**config.mk**
```make
export PLATFORM = sky130hd
export DESIGN_NAME = servo_cmd_demux
export DESIGN_NICKNAME = d
export VERILOG_FILES = /design/src/rtl/servo_cmd_demux.sv
export SDC_FILE = /design/constraint.sdc
export NUM_CORES = 1
export LEC_CHECK = 0
export BUFFER_PORTS_ARGS = -buffer_cell sky130_fd_sc_hd__buf_2
export CAP_MARGIN = 20
export CORE_MARGIN = 4
export CORE_UTILIZATION = 45
export CTS_BUF_LIST = sky130_fd_sc_hd__clkbuf_4 sky130_fd_sc_hd__clkbuf_8
export CTS_CLUSTER_DIAMETER = 50
export CTS_CLUSTER_SIZE = 25
export DETAILED_ROUTE_END_ITERATION = 10
export PLACE_DENSITY_LB_ADDON = 0.3
export SYNTH_ARGS = -nofsm -noshare
export SYNTH_HDL_FRONTEND = slang
export SYNTH_SLANG_ARGS = --single-unit
```
**constraint.sdc**
```tcl
create_clock -name clk -period 4.49 [get_ports clk]
set_input_delay 0.449 -clock clk [delete_from_list [all_inputs] [get_ports clk]]
set_output_delay 0.449 -clock clk [all_outputs]
set_load 0.005 [all_outputs]
```
**src/rtl/servo_cmd_demux.sv**
```systemverilog
module servo_cmd_demux #(
  parameter int CHANNELS  = 32,
  parameter int ID_W      = 8,
  parameter int ANG_W     = 8,
  parameter int DUTY_W    = 20,
  parameter int ANGLE_MAX = 250,
  parameter int STEP      = 800,
  parameter int BASE      = 200000,
  parameter logic [ID_W+ANG_W-1:0] MARKER = '1
) (
  input  logic                     clk,
  input  logic                     rst_n,
  input  logic                     cmd_valid,
  input  logic [ID_W+ANG_W-1:0]    cmd_word,
  output logic [DUTY_W-1:0]        duty_data,
  output logic [CHANNELS-1:0]      wr_strobe,
  output logic                     update_pulse
);
  localparam int IDX_W = (CHANNELS > 1) ? $clog2(CHANNELS) : 1;

  logic [ANG_W-1:0] ang_in;
  logic [ID_W-1:0]  id_in;
  logic             is_marker;
  logic             id_ok;
  logic [ANG_W-1:0] ang_clamped;

  assign ang_in      = cmd_word[ANG_W-1:0];
  assign id_in       = cmd_word[ID_W+ANG_W-1:ANG_W];
  assign is_marker   = (cmd_word == MARKER);
  assign id_ok       = (id_in != '0) && (int'(id_in) <= CHANNELS);
  assign ang_clamped = (int'(ang_in) > ANGLE_MAX) ? ANG_W'(ANGLE_MAX) : ang_in;

  logic             s1_wr;
  logic             s1_mark;
  logic [IDX_W-1:0] s1_idx;
  logic [ANG_W-1:0] s1_ang;

  always_ff @(posedge clk) begin
    if (!rst_n) begin
      s1_wr   <= 1'b0;
      s1_mark <= 1'b0;
      s1_idx  <= '0;
      s1_ang  <= '0;
    end else begin
      s1_wr   <= cmd_valid && !is_marker && id_ok;
      s1_mark <= cmd_valid && is_marker;
      s1_idx  <= IDX_W'(id_in - ID_W'(1));
      s1_ang  <= ang_clamped;
    end
  end

  always_ff @(posedge clk) begin
    if (!rst_n) begin
      duty_data    <= '0;
      update_pulse <= 1'b0;
    end else begin
      update_pulse <= s1_mark;
      if (s1_wr)
        duty_data <= DUTY_W'(s1_ang) * DUTY_W'(STEP) + DUTY_W'(BASE);
    end
  end

  for (genvar i = 0; i < CHANNELS; i++) begin : g_strobe
    always_ff @(posedge clk) begin
      if (!rst_n) wr_strobe[i] <= 1'b0;
      else        wr_strobe[i] <= s1_wr && (s1_idx == IDX_W'(i));
    end
  end
endmodule


```
==> summary.txt, run 1 <==
Setup path
  – Worst-path cell chain: ha_1 -> ha_1 -> inv_1 -> fa_1 -> inv_1 -> ha_1 -> a21o_1 -> a22o_1 -> or2_4 -> xor2_2 -> and3_4 -> or3_1 -> nand3_1
  – Critical Path End Type: register
  – Setup crit start kind: register
  – Worst reg2reg path depth: 13
  – Worst Path Max Fanout: 4
  – Reg-to-Reg Start: s1_ang[3]
  – Bufs and invs on worst path: 2
  – Critical-path top delay cell: fa_1
  – Top cell by count, worst path: ha_1
  – Crit-path max cell delay: 0.50 ns
  – Crit Path Category: register to register
  – CP startpoint: s1_ang[3]
  – Cell family with most CP delay: adder cells
  – WP data arrival: 3.61 ns
  – CP Data Required Time: 4.76 ns
  – R2r endpoint: duty_data[16]
  – Reg2Reg Setup Slack: 1.15 ns

Synthesis
  – Ys Warns: 0
  – Seq/Total Area, Yosys: 44.1%
  – Synthesis-stage register bit count: 62
  – Post-Syn Instances: 294
  – Asr flop ratio synth: 0%
  – Netlist cell types: 43
  – Post-synth EDFFs: 0
  – Mean post-synth cell area: 9.58 um2
  – Mapped cell area: 2820 um2
  – Main synth FF type: dfxtp_1

Pwr
  – Sw Pwr: roughly 340 uW
  – Combinational Power Share: 14.7%
  – Internal power: 966 uW
  – Clock power frac: 41.8%
  – Pleak: 0.00169 uW
  – Peak VDD IR: 0.365 mV
  – Flop pwr share: around 44%
  – Net Sw Frac: 26.2%
  – Power per cell area: 385 nW/um2

Routing
  – Wire per inst: 12.4 um
  – Vias/cell: ~4.8
  – DR vias: 2,093
  – Post-route ant nets: 0
  – Router iterations before antenna repair: 4
  – Initial DRC count: 87
  – WL final: roughly 5.4 mm
  – DRC errors left: 0

Timing
  – Hold WS: 0.286 ns
  – Skew final: 0.00893 ns
  – Slew margin rel.: 31.9%
  – F_max: ~0.30 GHz
  – Final Hold Fails: 0
  – RSZ-0062 raised after global routing: no
  – Setup tns final: 0 ns
  – Shortest period the worst path allows: 3.34 ns
  – Tightest Pin Transition: 1.02 ns
  – Final Slew Violations: 0
  – Final Setup Violations: 0
  – Period utilization: ~74%

Clock network
  – CTS sink cnt: 62
  – CTS clk-pin slew, worst paths: around 0.070 ns
  – TritonCTS Buffers: 9
  – Hold-fix buffers, CTS: 0
  – H-tree depth: 3
  – Post_cts resized: 0
  – Post-CTS setup buffers: 0
  – Clock root buffer: clkbuf_8
  – Skew-Pair Late Insertion Delay: 0.33 ns
  – CTS tree: built
  – Max Buffers Root-to-Sink: 2

Die
  – Die W: 87.1 um
  – Die H: approximately 87 um
  – DIE AREA: 7590 um2
  – Row cnt: 28
  – Initial Util: a little under half
  – Core footprint: 5990 um2
  – Io pins: 72

Status
  – Run status: completed

Placement
  – Port bufs: 65
  – DP Wirelength: 4.34 mm
  – DP Area: about 3200 um2
  – Gpl congestion: 0.824

GRT
  – Gr ovfl total: 0
  – Met3 Use GR: 4.45%
  – GR peak layer: met2
  – GR Layer Usage met2: 23.7%
  – Initial antenna violation count: 0
  – Largest net degree at the start of global routing: 30
  – Met1 global-route usage: 20.6%
  – Gr usage total: 15.6%
  – First-pass GRT wire length: between 9 and 10 mm
  – Number of global-route vias before repair: 2,096

Finish
  – Nets: 413
  – # diodes: 0
  – Area of the multi-input gates: 1470 um2
  – Share of layout cells above drive strength 1: 24.1%
  – Area grow syn2layout: 20.8%
  – Most common cell after layout, fill and taps aside: buf_2
  – Finished Cell Area: 3400 um2
  – FF/Latch Area: 1240 um2
  – Commonest cells after routing, fill and taps aside: buf_2, dfxtp_1, nor2_1
  – Filler cell count: 534

Worst hold path
  – Hold Path Class: input port to register
  – Hold_sp: cmd_word[14]
  – Cell count of the worst hold path: 2
  – Hold Path Sink: s1_wr

Run
  – Maxcap violations: 0
[Yosys cell counts (all sizes together), types with 2 or more instances]
library cell / n / area, um2
clkbuf: 5 / 18.8
and3: 6 / 47.5
a21o: 4 / 30.0
and2: 7 / 43.8
or2: 3 / 21.3
o21ai: 8 / 40.0
a21oi: 6 / 30.0
buf: 10 / 60.1
ha: 31 / 388
nor2: 51 / 191
nand2b: 5 / 31.3
dfxtp: 62 / 1240
nand2: 15 / 56.3
nor4: 2 / 12.5
nor2b: 5 / 31.3
inv: 13 / 48.8
fa: 3 / 60.1
a211oi: 4 / 30.0
xor2: 9 / 86.3
mux2i: 5 / 50.1
xnor2: 10 / 87.6
or3: 2 / 12.5
nor3: 3 / 15.0
nand3: 9 / 45.0
nand4: 3 / 18.8
[metal layers]
layer,vias up,wire [um]
li1,1103,-
met1,923,2610
met2,60,2420
met3,7,327
met4,0,86
met5,-,0
[flip-flops by register name, indices dropped and copies added, names as in the netlist]
register,flops
update_pulse,1
s1_ang,8
s1_mark,1
duty_data,14
s1_wr,1
wr_strobe,32
s1_idx,5
[worst register-to-register path: stages, from the launching register on]
cell	delay, ns
dfxtp_1	0.33
ha_1	0.31
ha_1	0.28
inv_1	0.05
fa_1	0.50
inv_1	0.04
ha_1	0.33
a21o_1	0.19
a22o_1	0.25
or2_4	0.24
xor2_2	0.17
and3_4	0.19
or3_1	0.34
nand3_1	0.07
[stage by stage]
step	power, uW	setup slack, ns	util [%]	std cells
detailed placement	775	1.12	53.0	424
CTS	1330	1.12	56.8	440
floorplan	732	1.29	-	299
finish	1310	1.15	56.8	440
global placement	771	1.22	53.0	424
global route	1380	0.991	56.8	440
[cells by family after synthesis]
kind of cell               share of synthesized area [%]
xor gates and xnor gates                            6.18
other                                              0.133
and+or+nand+nor                                     19.9
DFF                                                 44.1
muxes                                               1.78
buffers and inverters                               4.53
adders and majority gates                           15.9
AOI/OAI and AO/OA                                   7.55
[power by group through the flow]
stage	combinational [uW]	clock, uW	sequential (uW)
floorplan	152	0	579
global placement	190	0	582
detailed placement	193	0	582
CTS	195	564	570
global route	218	593	572
finish	192	547	570
[worst max path at each step]
stage / to / cells after the start
finish: duty_data[16] / 13
CTS: duty_data[16] / 11
global route: duty_data[17] / 13
detailed placement: duty_data[16] / 11
floorplan: duty_data[16] / 13
global placement: duty_data[16] / 13
[area by class of cell]
type | count | share of cell area (%)
Multi-Input combinational cell | 209 | 43.1
Sequential cell | 62 | 36.5
Tap cell | 75 | 2.76
Clock buffer | 9 | 3.64
Inverter | 13 | 1.43
Clock inverter | 7 | 3.05
Timing Repair Buffer | 65 | 9.56
Note: power is estimated with default switching activity, not from simulation.
==> run 2, diff against run 1 <==
==> constraint.sdc (replaced) <==
create_clock -name clk -period 3.4 [get_ports clk]
set_input_delay 0.34 -clock clk [delete_from_list [all_inputs] [get_ports clk]]
set_output_delay 0.34 -clock clk [all_outputs]
set_load 0.005 [all_outputs]
==> run 2 against run 1 <==
  * Non-clock buffer count is 1 higher
  * Die area stayed put
  * Global-route usage is 0.053 points higher
  * Clock skew is 0.00054 ns lower
  * First-iteration DRC count is 15% higher
  * Largest cell class unchanged
==> summary.txt, run 2 (synthesis gave the netlist of run 1 again) <==
GRT
  – Gr ovfl total: 0
  – Initial antenna violation count: 0
  – Number of global-route vias before repair: 2,026
  – Largest net degree at the start of global routing: 30
  – First-pass GRT wire length: around 9.2 mm
  – Gr usage total: 15.7%

Finish
  – Finished Cell Area: 3440 um2
  – Most common cell after layout, fill and taps aside: buf_2
  – Max reg flops: 32
  – Filler cell count: approximately 550
  – FF/Latch Area: 1240 um2
  – Non-Filler Instances: ~440
  – Share of layout cells above drive strength 1: around a quarter
  – Area of the multi-input gates: approximately 1500 um2
  – Area grow syn2layout: 22.2%
  – Biggest register: wr_strobe
  – # diodes: 0
  – Commonest cells after routing, fill and taps aside: buf_2, dfxtp_1, nor2_1
  – Biggest regs: wr_strobe (32), duty_data (14), s1_ang (8)
  – Nets: 414

Placement
  – Port bufs: 65
  – DP Wirelength: 4.24 mm
  – Gpl congestion: 0.837
  – Placed Cells: 425
  – DP Area: 3180 um2
  – Post-Place Worst Slack: 0.0895 ns

Routing
  – DRT met1 WL: 2.49 mm
  – Uppermost layer routed: met4
  – WL final: 5.54 mm
  – Metal2 WL: ~2.5 mm
  – DR vias: 2,109
  – Post-route ant nets: 0
  – Initial DRC count: 100
  – Routed wl met3: 395 um
  – DRC errors left: 0
  – Vias/cell: approximately 4.8
  – Wire per inst: 12.6 um
  – Router iterations before antenna repair: 4

Status
  – Run status: completed

Timing
  – Final Slew Violations: 0
  – Shortest period the worst path allows: 3.27 ns
  – RSZ-0062 raised after global routing: no
  – Setup tns final: 0 ns
  – Worst setup margin: 0.127 ns
  – Hold WS: ~0.17 ns
  – F_max: about 0.31 GHz
  – Final Setup Violations: 0
  – Final Hold Fails: 0
  – Period utilization: 96.3%
  – Skew final: 0.00838 ns

Worst hold path
  – Hold Path Class: input port to register

Die
  – Die H: ~87 um
  – DIE AREA: 7590 um2
  – Io pins: just over 70
  – Die W: 87.1 um
  – Initial Util: 47.0%
  – Row cnt: 28
  – Core footprint: 5990 um2

Setup path
  – Critical Path End Type: register
  – CP Data Required Time: 3.68 ns
  – Crit Path Category: register to register
  – WP data arrival: 3.56 ns
  – Worst Path Max Fanout: 4
  – Setup crit start kind: register

Clock network
  – CTS tree: built
  – TritonCTS Buffers: 9
  – CTS clk-pin slew, worst paths: 0.07 ns
  – Max Buffers Root-to-Sink: 2
  – Clock root buffer: clkbuf_8
  – Post-CTS setup buffers: 0
  – Skew-Pair Late Insertion Delay: 0.34 ns
  – Hold-fix buffers, CTS: 0
  – CTS sink cnt: 62
  – H-tree depth: 3

Pwr
  – Power per cell area: 505 nW/um2
  – Peak VDD IR: 0.331 mV
  – Pleak: 0.00169 uW

Run
  – Maxcap violations: 0
run 2: cell types whose count changed in the layout (fill, tap and decap cells not counted), sizes merged:
| cell | delta |
|---|---|
| clkinv | +2 |
| buf | +1 |
| inv | -2 |
run 2: metrics by stage:
stage	utilization [%]	power, uW
finish	57.4	1740
detailed placement	53.1	1020
CTS	56.8	1740
global placement	53.1	1020
global route	57.4	1830
floorplan	-	966
run 2: worst max-delay path, stage by stage (launching register included):
cell and delay [ns]:
dfxtp_1 0.34, ha_1 0.30, ha_1 0.28, inv_1 0.05
fa_1 0.50, inv_1 0.06, ha_4 0.25, a21o_1 0.18
a22o_1 0.25, or2_4 0.26, xor2_4 0.17, and3_4 0.19
or3_1 0.33, nand3_1 0.07
run 2: layout make-up:
cell class | count | area share, %
Multi-Input combinational cell | 209 | 43.7
Tap cell | 75 | 2.73
Timing Repair Buffer | 66 | 9.67
Inverter | 13 | 1.42
Clock inverter | 7 | 2.84
Sequential cell | 62 | 36.1
Clock buffer | 9 | 3.60
run 2: layer usage:
metal,vias up,track usage [%]
met2,58,24.4
met4,0,7.53
li1,1105,-
met1,938,19.6
met5,-,0
met3,8,5.20
run 2: final timing paths:
check	cells after the start	to	slack, ns	from
hold reg to reg	1	update_pulse	0.44	s1_mark
hold / removal	2	s1_wr	0.17	cmd_word[15]
setup / recovery	13	duty_data[16]	0.13	s1_ang[3]
setup reg to reg	13	duty_data[16]	0.13	s1_ang[3]
run 2: power breakdown:
part	switching (uW)	leakage (uW)	internal (uW)	total (uW)
clock network	299	0.000106	414	713
logic	149	0.00108	123	272
registers	11.0	0.000503	740	751
run 2: timing repair:
action	4_1_cts	5_1_grt
gates resized for setup	0	3
setup endpoints to repair	0	3
hold endpoints to repair	0	0
==> run 3, diff against run 2 <==
--- a/config.mk
+++ b/config.mk
@@ -7,8 +7,8 @@
 export LEC_CHECK = 0
 export BUFFER_PORTS_ARGS = -buffer_cell sky130_fd_sc_hd__buf_2
 export CAP_MARGIN = 20
-export CORE_MARGIN = 4
-export CORE_UTILIZATION = 45
+export CORE_MARGIN = 2
+export CORE_UTILIZATION = 55
 export CTS_BUF_LIST = sky130_fd_sc_hd__clkbuf_4 sky130_fd_sc_hd__clkbuf_8
 export CTS_CLUSTER_DIAMETER = 50
 export CTS_CLUSTER_SIZE = 25
==> run 3 against run 2 <==
  * Highest routed layer unchanged
  * Global-route usage grew 4.8 points
  * Cell count shrank 1.1%
  * Combinational power shrank 3%
==> summary.txt, run 3 (synthesis gave the netlist of run 1 again) <==
Setup path
  – Setup crit start kind: register
  – CP Data Required Time: roughly 3.7 ns
  – Critical Path End Type: register
  – Worst reg2reg path depth: 13
  – R2r endpoint: duty_data[16]
  – Reg-to-Reg Start: s1_ang[3]
  – Reg2Reg Setup Slack: between 0.15 and 0.2 ns
  – Crit Path Category: register to register
  – Worst Path Max Fanout: 4
  – WP data arrival: between 3 and 4 ns

Finish
  – Finished Cell Area: about 3400 um2
  – Max reg flops: 32
  – Non-Filler Instances: 436
  – Filler cell count: 420
  – Biggest regs: wr_strobe (32), duty_data (14), s1_ang (8)
  – Nets: 414
  – # diodes: 0
  – Most common cell after layout, fill and taps aside: buf_2
  – Commonest cells after routing, fill and taps aside: buf_2, dfxtp_1, nor2_1
  – Biggest register: wr_strobe
  – Area grow syn2layout: 21.8%
  – Share of layout cells above drive strength 1: roughly 25%

Worst hold path
  – Hold_sp: cmd_word[15]
  – Cell count of the worst hold path: 2
  – Hold Path Class: input port to register
  – Hold Path Sink: s1_wr

Clock network
  – TritonCTS Buffers: 9
  – CTS sink cnt: 62
  – Hold-fix buffers, CTS: 0
  – CTS clk-pin slew, worst paths: about 0.070 ns
  – H-tree depth: 3
  – Max Buffers Root-to-Sink: 2
  – Skew-Pair Late Insertion Delay: between 0.3 and 0.4 ns
  – Clock root buffer: clkbuf_8
  – CTS tree: built

Timing
  – Period utilization: roughly 96%
  – Final Slew Violations: 0
  – Slew margin rel.: 56.6%
  – Final Setup Violations: 0
  – Shortest period the worst path allows: around 3.2 ns
  – F_max: 0.308 GHz
  – Tightest Pin Transition: 0.650 ns
  – Final Hold Fails: 0
  – Skew final: between 0.01 and 0.015 ns

GRT
  – Initial antenna violation count: 0
  – First-pass GRT wire length: 8.70 mm
  – Largest net degree at the start of global routing: 25
  – Gr usage total: between 20 and 25%
  – Gr ovfl total: 0
  – Number of global-route vias before repair: around 2,000

Pwr
  – Internal power: around 1300 uW
  – Flop pwr share: 43.1%
  – Sw Pwr: 462 uW
  – Peak VDD IR: 0.281 mV
  – Combinational Power Share: 15.2%
  – Clock power frac: 41.7%
  – Net Sw Frac: 26.5%
  – Power per cell area: about 510 nW/um2
  – Pleak: 0.00170 uW

Routing
  – Wire per inst: around 12 um
  – DRC errors left: 0
  – WL final: 5.36 mm
  – Initial DRC count: 66
  – DR vias: 2,165
  – Post-route ant nets: 0
  – Router iterations before antenna repair: 5
  – Vias/cell: between 4 and 5

Placement
  – Placed Cells: 420
  – Gpl congestion: 0.817
  – Port bufs: 65
  – DP Area: ~3200 um2
  – DP Wirelength: around 4 mm

Die
  – Row cnt: 26
  – DIE AREA: 5710 um2
  – Die W: 75.6 um
  – Core footprint: 5010 um2
  – Initial Util: 56.2%
  – Die H: ~76 um
  – Io pins: between 70 and 80

Status
  – Run status: completed

Run
  – Maxcap violations: 0
run 3: cell count changes in the layout (fill, tap and decap cells not counted):
cell / change
clkinv_2: -1
inv_6: +2
dfxtp_2: +1
o21ai_1: +1
o21ai_0: -1
clkinv_4: +1
dfxtp_1: -1
xor2_2: +1
clkinvlp_4: -2
xor2_4: -1
run 3: cell type report:
cell class	instances	area [um2]	area share [%]
clock buffer	9	124	3.61
clock inverter	7	104	3.03
inverter	13	48.8	1.42
multi-input combinational	209	1490	43.5
sequential	62	1240	36.2
tap	70	87.6	2.55
timing repair buffer	66	333	9.70
run 3: power groups by stage:
stage	Sequential, uW	Clock, uW	Combinational (uW)
after floorplan	765	0	201
after global placement	768	0	247
after detailed placement	769	0	252
after CTS	752	740	255
after global routing	754	772	300
final	752	728	265
run 3: through the flow:
step | hold WS, ns | TNS (ns) | utilization, % | power (uW) | worst slack [ns]
6_report | 0.171 | 0 | 68.5 | 1740 | 0.153
5_1_grt | 0.169 | -0.000653 | 68.5 | 1830 | -0.000653
4_1_cts | 0.158 | 0 | 68.0 | 1750 | 0.0516
3_5_place_dp | 0.432 | 0 | 63.4 | 1020 | 0.0694
3_3_place_gp | 0.439 | 0 | 63.4 | 1010 | 0.139
2_1_floorplan | 0.412 | 0 | - | 966 | 0.204
run 3: worst max path at each step:
stage,cells past startpoint,end,start,slack (ns)
floorplan,13,duty_data[16],s1_ang[3],0.20
global placement,13,duty_data[16],s1_ang[3],0.14
detailed placement,13,duty_data[16],s1_ang[4],0.07
CTS,13,duty_data[16],s1_ang[4],0.05
global route,13,duty_data[16],s1_ang[3],-0.0007
finish,13,duty_data[16],s1_ang[3],0.15
run 3: repair_timing:
action,in CTS,in global routing
setup buffers,0,0
gates resized for setup,0,4
setup endpoints to repair,0,4
run 3: worst max-delay path, stage by stage (launching register included):
cell and delay [ns]:
dfxtp_1 0.33, ha_1 0.30, ha_1 0.28, inv_1 0.05, fa_1 0.49, inv_1 0.06
ha_4 0.25, a21o_1 0.18, a22o_1 0.25, or2_4 0.24, xor2_2 0.16, and3_4 0.19
or3_1 0.34, nand3_1 0.07
run 3: layer usage:
layer  up-vias  wire, um  share of wire (%)  global-route usage (%)
met5         -         0                  0                       0
li1       1110         -                  -                       -
met1       966      2360                 44                    25.7
met3        13       362                6.7                    6.22
met2        76      2520                 47                    32.5
met4         0       124                2.3                    9.36
